==> src/rtl/uart_regfile_pkg.sv <==
`timescale 1ns/1ps
package uart_regfile_pkg;

  localparam int WORD_W  = 32;
  localparam int IDX_W   = 3;
  localparam int BYTE_W  = 8;
  localparam int MARK_LSB = 16;
  localparam int MARK_W  = 3;
  localparam int EN_TXWM = 0;
  localparam int EN_RXWM = 1;

  localparam logic [WORD_W-1:0] RX_EMPTY_WORD = 32'h8000_0000;

  typedef enum logic [IDX_W-1:0] {
    IDX_TXD = 3'd0,
    IDX_RXD = 3'd1,
    IDX_TXC = 3'd2,
    IDX_RXC = 3'd3,
    IDX_IEN = 3'd4,
    IDX_IPN = 3'd5,
    IDX_DIV = 3'd6
  } reg_idx_e;

  // Watermark field taken from a control word
  function automatic logic [MARK_W-1:0] mark_of(input logic [WORD_W-1:0] ctl);
    return ctl[MARK_LSB +: MARK_W];
  endfunction

  // Pending bits: transmit mark nonzero, receive level above receive mark
  function automatic logic [1:0] pending_bits(input logic [MARK_W-1:0] tx_mark,
                                              input logic [MARK_W-1:0] rx_mark,
                                              input int unsigned rx_level);
    logic [1:0] p;
    p[EN_TXWM] = (tx_mark != '0);
    p[EN_RXWM] = (rx_level > int'(rx_mark));
    return p;
  endfunction

  // Interrupt rule: transmit enable alone, or receive enable with data present
  function automatic logic irq_level(input logic [1:0] en, input int unsigned rx_level);
    return en[EN_TXWM] | (en[EN_RXWM] & (rx_level != 0));
  endfunction

  function automatic logic [WORD_W-1:0] rx_word(input logic empty, input logic [BYTE_W-1:0] head);
    return empty ? RX_EMPTY_WORD : {{(WORD_W-BYTE_W){1'b0}}, head};
  endfunction

  function automatic logic [WORD_W-1:0] tx_word(input logic full);
    return {full, {(WORD_W-1){1'b0}}};
  endfunction

  function automatic int unsigned level_after(input int unsigned lvl, input logic in_ok, input logic out_ok);
    return lvl + (in_ok ? 1 : 0) - (out_ok ? 1 : 0);
  endfunction

endpackage

==> src/rtl/uart_byte_fifo.sv <==
`timescale 1ns/1ps
module uart_byte_fifo #(
  parameter int DEPTH = 8,
  parameter int WIDTH = 8,
  localparam int AW = (DEPTH > 1) ? $clog2(DEPTH) : 1,
  localparam int LW = $clog2(DEPTH + 1)
) (
  input  logic             clk,
  input  logic             rst_n,
  input  logic             push,
  input  logic [WIDTH-1:0] push_data,
  input  logic             pop,
  output logic [WIDTH-1:0] head,
  output logic [LW-1:0]    level,
  output logic             full,
  output logic             empty,
  output logic             push_ok,
  output logic             pop_ok
);

  logic [WIDTH-1:0] mem [DEPTH];
  logic [AW-1:0]    wr_ptr;
  logic [AW-1:0]    rd_ptr;

  function automatic logic [AW-1:0] bump(input logic [AW-1:0] p);
    return (p == AW'(DEPTH - 1)) ? '0 : p + AW'(1);
  endfunction

  assign full    = (level == LW'(DEPTH));
  assign empty   = (level == '0);
  assign push_ok = push & ~full;
  assign pop_ok  = pop & ~empty;
  assign head    = mem[rd_ptr];

  always_ff @(posedge clk or negedge rst_n) begin
    if (!rst_n) begin
      for (int i = 0; i < DEPTH; i++) mem[i] <= '0;
    end else if (push_ok) begin
      mem[wr_ptr] <= push_data;
    end
  end

  always_ff @(posedge clk or negedge rst_n) begin
    if (!rst_n) begin
      wr_ptr <= '0;
      rd_ptr <= '0;
      level  <= '0;
    end else begin
      if (push_ok) wr_ptr <= bump(wr_ptr);
      if (pop_ok)  rd_ptr <= bump(rd_ptr);
      unique case ({push_ok, pop_ok})
        2'b10:   level <= level + LW'(1);
        2'b01:   level <= level - LW'(1);
        default: level <= level;
      endcase
    end
  end

endmodule

==> src/rtl/uart_irq_ctl.sv <==
`timescale 1ns/1ps
module uart_irq_ctl
  import uart_regfile_pkg::*;
#(
  parameter int LW = 4
) (
  input  logic [WORD_W-1:0] tx_ctl,
  input  logic [WORD_W-1:0] rx_ctl,
  input  logic [1:0]        en_bits,
  input  logic [LW-1:0]     rx_level,
  output logic [1:0]        pend_bits,
  output logic              irq
);

  always_comb begin
    pend_bits = pending_bits(mark_of(tx_ctl), mark_of(rx_ctl), 32'(rx_level));
    irq       = irq_level(en_bits, 32'(rx_level));
  end

endmodule

==> src/rtl/uart_regfile.sv <==
`timescale 1ns/1ps
module uart_regfile
  import uart_regfile_pkg::*;
#(
  parameter int TX_DEPTH = 8,
  parameter int RX_DEPTH = 8
) (
  input  logic        clk,
  input  logic        rst_n,
  input  logic        reg_wr,
  input  logic        reg_rd,
  input  logic [2:0]  reg_idx,
  input  logic [31:0] reg_wdata,
  output logic [31:0] reg_rdata,
  output logic [7:0]  tx_data,
  output logic        tx_valid,
  input  logic        tx_ready,
  input  logic [7:0]  rx_data,
  input  logic        rx_valid,
  output logic        rx_ready,
  output logic        irq
);

  localparam int TX_LW = $clog2(TX_DEPTH + 1);
  localparam int RX_LW = $clog2(RX_DEPTH + 1);

  // Stored registers
  logic [WORD_W-1:0] tx_ctl_q;
  logic [WORD_W-1:0] rx_ctl_q;
  logic [WORD_W-1:0] ien_q;
  logic [WORD_W-1:0] div_q;
  logic              tx_full_q;

  // Named events
  logic              tx_push_req;
  logic              tx_push_ok;
  logic              tx_pop_ok;
  logic              tx_drop;
  logic              rx_pop_req;
  logic              rx_push_ok;
  logic              rx_pop_ok;
  logic              rx_drop;

  logic [BYTE_W-1:0] tx_head;
  logic [TX_LW-1:0]  tx_level;
  logic              tx_full;
  logic              tx_empty;
  logic [BYTE_W-1:0] rx_head;
  logic [RX_LW-1:0]  rx_level;
  logic              rx_full;
  logic              rx_empty;

  logic [1:0]        pend_bits;
  logic [WORD_W-1:0] rd_word;

  assign tx_push_req = reg_wr && (reg_idx == IDX_TXD);
  assign rx_pop_req  = reg_rd && (reg_idx == IDX_RXD);
  assign tx_drop     = tx_push_req && !tx_push_ok;
  assign rx_drop     = rx_valid && !rx_push_ok;

  uart_byte_fifo #(.DEPTH(TX_DEPTH), .WIDTH(BYTE_W)) u_txq (
    .clk       (clk),
    .rst_n     (rst_n),
    .push      (tx_push_req),
    .push_data (reg_wdata[BYTE_W-1:0]),
    .pop       (tx_ready),
    .head      (tx_head),
    .level     (tx_level),
    .full      (tx_full),
    .empty     (tx_empty),
    .push_ok   (tx_push_ok),
    .pop_ok    (tx_pop_ok)
  );

  uart_byte_fifo #(.DEPTH(RX_DEPTH), .WIDTH(BYTE_W)) u_rxq (
    .clk       (clk),
    .rst_n     (rst_n),
    .push      (rx_valid),
    .push_data (rx_data),
    .pop       (rx_pop_req),
    .head      (rx_head),
    .level     (rx_level),
    .full      (rx_full),
    .empty     (rx_empty),
    .push_ok   (rx_push_ok),
    .pop_ok    (rx_pop_ok)
  );

  assign tx_data  = tx_head;
  assign tx_valid = !tx_empty;
  assign rx_ready = !rx_full;

  uart_irq_ctl #(.LW(RX_LW)) u_irq (
    .tx_ctl    (tx_ctl_q),
    .rx_ctl    (rx_ctl_q),
    .en_bits   (ien_q[1:0]),
    .rx_level  (rx_level),
    .pend_bits (pend_bits),
    .irq       (irq)
  );

  // Full flag tracks the queue level after each push/drain event
  always_ff @(posedge clk or negedge rst_n) begin
    if (!rst_n) begin
      tx_full_q <= 1'b0;
    end else if (tx_push_ok || tx_pop_ok) begin
      tx_full_q <= (level_after(32'(tx_level), tx_push_ok, tx_pop_ok) == TX_DEPTH);
    end
  end

  // Writable registers
  always_ff @(posedge clk or negedge rst_n) begin
    if (!rst_n) begin
      tx_ctl_q <= '0;
      rx_ctl_q <= '0;
      ien_q    <= '0;
      div_q    <= '0;
    end else if (reg_wr) begin
      unique case (reg_idx)
        IDX_TXC: tx_ctl_q <= reg_wdata;
        IDX_RXC: rx_ctl_q <= reg_wdata;
        IDX_IEN: ien_q    <= reg_wdata;
        IDX_DIV: div_q    <= reg_wdata;
        default: ;
      endcase
    end
  end

  // Read multiplexer
  always_comb begin
    unique case (reg_idx)
      IDX_TXD: rd_word = tx_word(tx_full_q);
      IDX_RXD: rd_word = rx_word(rx_empty, rx_head);
      IDX_TXC: rd_word = tx_ctl_q;
      IDX_RXC: rd_word = rx_ctl_q;
      IDX_IEN: rd_word = ien_q;
      IDX_IPN: rd_word = {{(WORD_W-2){1'b0}}, pend_bits};
      IDX_DIV: rd_word = div_q;
      default: rd_word = '0;
    endcase
  end

  always_ff @(posedge clk or negedge rst_n) begin
    if (!rst_n) begin
      reg_rdata <= '0;
    end else if (reg_rd) begin
      reg_rdata <= rd_word;
    end
  end

endmodule

==> config.mk <==
export PLATFORM = sky130hd
export DESIGN_NAME = uart_regfile
export DESIGN_NICKNAME = d
export VERILOG_FILES = /design/src/rtl/uart_regfile_pkg.sv /design/src/rtl/uart_byte_fifo.sv /design/src/rtl/uart_irq_ctl.sv /design/src/rtl/uart_regfile.sv
export SDC_FILE = /design/constraint.sdc
export NUM_CORES = 1
export LEC_CHECK = 0
export BUFFER_PORTS_ARGS = -buffer_cell sky130_fd_sc_hd__buf_2
export CAP_MARGIN = 25
export CORE_UTILIZATION = 55
export DETAILED_ROUTE_END_ITERATION = 8
export HOLD_SLACK_MARGIN = 0.02
export PLACE_DENSITY = 0.76
export SKIP_CTS_REPAIR_TIMING = 1
export SLEW_MARGIN = 15
export SYNTH_ARGS = -nofsm -noshare
export SYNTH_HDL_FRONTEND = slang
export SYNTH_SLANG_ARGS = --single-unit
==> constraint.sdc <==
create_clock -name clk -period 2.5 [get_ports clk]
set_input_delay 0.5 -clock clk [delete_from_list [all_inputs] [get_ports clk]]
set_output_delay 0.5 -clock clk [all_outputs]
set_load 0.02 [all_outputs]
==> key figures <==
Worst hold path
  • Hold crit path type: in2reg
  • Hold path depth: 2

Place
  • Final HPWL DP: 19.5 mm
  • Post-placement setup slack: -0.0222 ns
  • Number of buffers inserted by port buffering: 91
  • Weighted congestion reported at the end of routability-driven placement: 0.823

Synth
  • Largest family of logic cells by synthesized area: multiplexers
  • Synth top area share: 55.1%
  • Primary FF master, synth: sky130_fd_sc_hd__dfrtp_1
  • Register area share after synthesis: 55.1%
  • Post-Synthesis Mean Instance Area: 14.7 µm²
  • Post-synthesis cell type count: 54
  • Number of enable flip-flop cells after synthesis: 0
  • Synthesized-area fraction occupied by adder cells: 2.75%
  • Number of warning messages in the yosys log: 0
  • Cell area after technology mapping: 14000 µm²
  • Nets in the synthesized netlist: 1034
  • Largest area contributor in the synthesized netlist: sky130_fd_sc_hd__dfrtp_1
  • Compound-cell area share of the yosys netlist: 6.55%
  • Mux cell area share after synthesis: 28.6%
  • Post-Synth Simple-Gate Area: 3.82%
  • Cells taking the most area after synthesis: sky130_fd_sc_hd__dfrtp_1 (55%), sky130_fd_sc_hd__mux2_2 (22%), sky130_fd_sc_hd__mux4_2 (5.1%), sky130_fd_sc_hd__ha_1 (2.3%), sky130_fd_sc_hd__mux2i_1 (1.7%)
  • Share of flip-flops with an asynchronous set or reset after synthesis: 100%
  • Post-synthesis xor/xnor area fraction: 0.624%
  • Flip-flop and latch count after synthesis: 309
  • Mapped Cells: 956

CTS
  • Latest clock arrival within the worst-skew pair: 0.51 ns
  • CTS root buffer: sky130_fd_sc_hd__clkbuf_16
  • CTS sink count: 309
  • Clock transition at the registers of the reported paths: 0.06 ns
  • Clock tree from TritonCTS: built
  • Deepest clock path buffer count: 3
  • Max H-tree Level: 2
  • Cts bufs inserted: 34

Setup path
  • Critical Setup Path Class: reg2out
  • Required @ worst endpoint: 2.00 ns
  • R2R Setup Slk: 0.07 ns
  • Data arrival time of the critical path: 2.05 ns
  • Startpoint kind of the worst setup timing path: flop
  • Worst setup EP type: output port
  • Top fanout value on the critical path: 10
  • Worst Reg2Reg Path Length in Cells: 14

Detailed routing
  • Vias per cell: 5.98
  • Final wirelength: 30.3 mm
  • Starting DRC count in detailed routing: 556
  • # DRC: 0
  • Number of iterations in the first detailed-routing pass: 5
  • Average wire per standard cell: 21.2 µm
  • Total number of vias: 8546
  • Number of nets with antenna violations after detailed routing: 0

Die
  • Number of top-level pins: 92
  • Area of the die: 26200 µm²
  • CORE AREA: 25100 µm²
  • Die Span Y: 162 µm
  • Standard-cell rows: 58
  • X dimension of the die: 162 µm
  • Starting density of the core: 55.9%

Global route
  • Largest net degree at the start of global routing: 67
  • Number of antenna violations at the first check in global routing: 2
  • Tot GR Track Use: 24.3%
  • Number of global-route vias before repair: 8967
  • Remaining global-route overflow: 0
  • Global-route wire length before repair: 49.4 mm

Pwr
  • Leakage power figure: 0.00747 µW
  • P per Cell Area: 1070 nW/µm²
  • Worst VDD drop: 0.760 mV

Timing
  • Worst setup slack after layout: -0.0499 ns
  • Slew at the pin closest to its max-slew limit: 0.950 ns
  • Share of the clock period used by the worst path: 102%
  • Minimum clock period after layout: 2.55 ns
  • Unrepaired setup endpoints after global routing: true
  • Achievable clock frequency: 392 MHz
  • Final hold viol count: 0
  • Max-slew violations: 0
  • Worst hold slack: 0.262 ns
  • Final setup violation count: 7
  • Post-Route Skew: 0.0185 ns
  • Max_slew headroom: 36.4%

Final layout
  • Layout cell share with drive strength beyond 1: 47.4%
  • Top library cells by usage in the layout, fill and taps aside: sky130_fd_sc_hd__dfrtp_1 (308), sky130_fd_sc_hd__mux2_2 (266), sky130_fd_sc_hd__buf_2 (87)
  • Core occupancy in the finished layout: 65.0%
  • Post-layout nets: 1158
  • Synthesis-to-finish area growth: 16.2%
  • Most common library cell in the layout ignoring fill and taps: sky130_fd_sc_hd__dfrtp_1

Run status
  • Violated checks: negative setup slack
  • Status: finished with violations

Flow run
  • Number of violations of the max-capacitance limit: 0
-- synth_stat cells (20+ instances only) --
master and n:
sky130_fd_sc_hd__clkbuf_1 34, sky130_fd_sc_hd__dfrtp_1 309, sky130_fd_sc_hd__inv_1 20, sky130_fd_sc_hd__a221oi_1 24, sky130_fd_sc_hd__buf_2 22, sky130_fd_sc_hd__mux2i_1 24
sky130_fd_sc_hd__mux4_2 32, sky130_fd_sc_hd__ha_1 26, sky130_fd_sc_hd__nand2_1 24, sky130_fd_sc_hd__a22o_1 23, sky130_fd_sc_hd__o2bb2ai_1 21, sky130_fd_sc_hd__mux2_2 269
-- layout make-up --
class | instances | area (µm²)
Antenna cell | 2 | 5.00
Clock buffer | 46 | 937
Clock inverter | 8 | 72.6
Fill cell | 1877 | 8800
Inverter | 23 | 90.1
Multi-Input combinational cell | 562 | 5990
Sequential cell | 309 | 7730
Tap cell | 330 | 413
Timing Repair Buffer | 150 | 1070
-- metal layers --
metal	GRT usage, %	vias up	routed length (µm)	share of wire (%)
li1	-	3811	-	-
met1	33.7	4506	13500	45
met2	39.9	185	14800	49
met3	4.16	44	1400	4.6
met4	6.05	0	522	1.7
met5	0	-	0	0
-- final timing paths --
check                                                  to                        start
worst max register to register      tx_full_q$_DFFE_PN0P_   u_txq.level[3]$_DFFE_PN0P_
worst min register to register  reg_rdata[11]$_DFFE_PN0P_    reg_rdata[11]$_DFFE_PN0P_
worst min-delay path             rx_ctl_q[23]$_DFFE_PN0P_                reg_wdata[23]
min in group asynchronous       u_txq.mem[55]$_DFFE_PN0P_                        rst_n
worst max-delay path                           tx_data[1]  u_txq.rd_ptr[0]$_DFFE_PN0P_
max in group asynchronous         rx_ctl_q[4]$_DFFE_PN0P_                        rst_n
-- power by group --
group | leakage (µW) | total, µW | internal [µW] | switching [µW]
Sequential | 0.00385 | 7590 | 6510 | 1080
Combinational | 0.00313 | 5140 | 2940 | 2200
Clock | 0.000499 | 4640 | 2720 | 1920
-- state kept, by name (all words and copies together), names as in the netlist --
signal        cells
u_rxq.mem        64
u_txq.mem        64
div_q            32
ien_q            32
reg_rdata        32
rx_ctl_q         32
tx_ctl_q         32
u_rxq.level       4
u_txq.level       4
u_rxq.rd_ptr      3
u_rxq.wr_ptr      3
u_txq.rd_ptr      3
u_txq.wr_ptr      3
tx_full_q         1
-- logic make-up after synthesis --
| logic type | Yosys count |
|---|---|
| simple gates | 77 |
| xor+xnor | 10 |
| buf+inv | 85 |
| compound gates | 119 |
| mux | 327 |
| fa+ha+maj | 29 |
| flops | 309 |
-- metrics by stage --
step / TNS, ns / total power, µW / instances / cell area [µm²]
global route: -0.688 / 18300 / 1429 / 16300
detailed placement: -0.0222 / 12700 / 1370 / 15200
finish: -0.229 / 17400 / 1430 / 16300
global placement: 0 / 12400 / 1370 / 15200
floorplan: -0.00669 / 11100 / 956 / 14100
CTS: -0.626 / 17300 / 1424 / 16200
-- critical path, cell delays in order (launching register included) --
cell and delay [ns]:
sky130_fd_sc_hd__dfrtp_2 0.42, sky130_fd_sc_hd__buf_12 0.17, sky130_fd_sc_hd__mux4_2 0.51, sky130_fd_sc_hd__mux2_2 0.29, sky130_fd_sc_hd__buf_2 0.16
(Power assumes the default switching activity.)
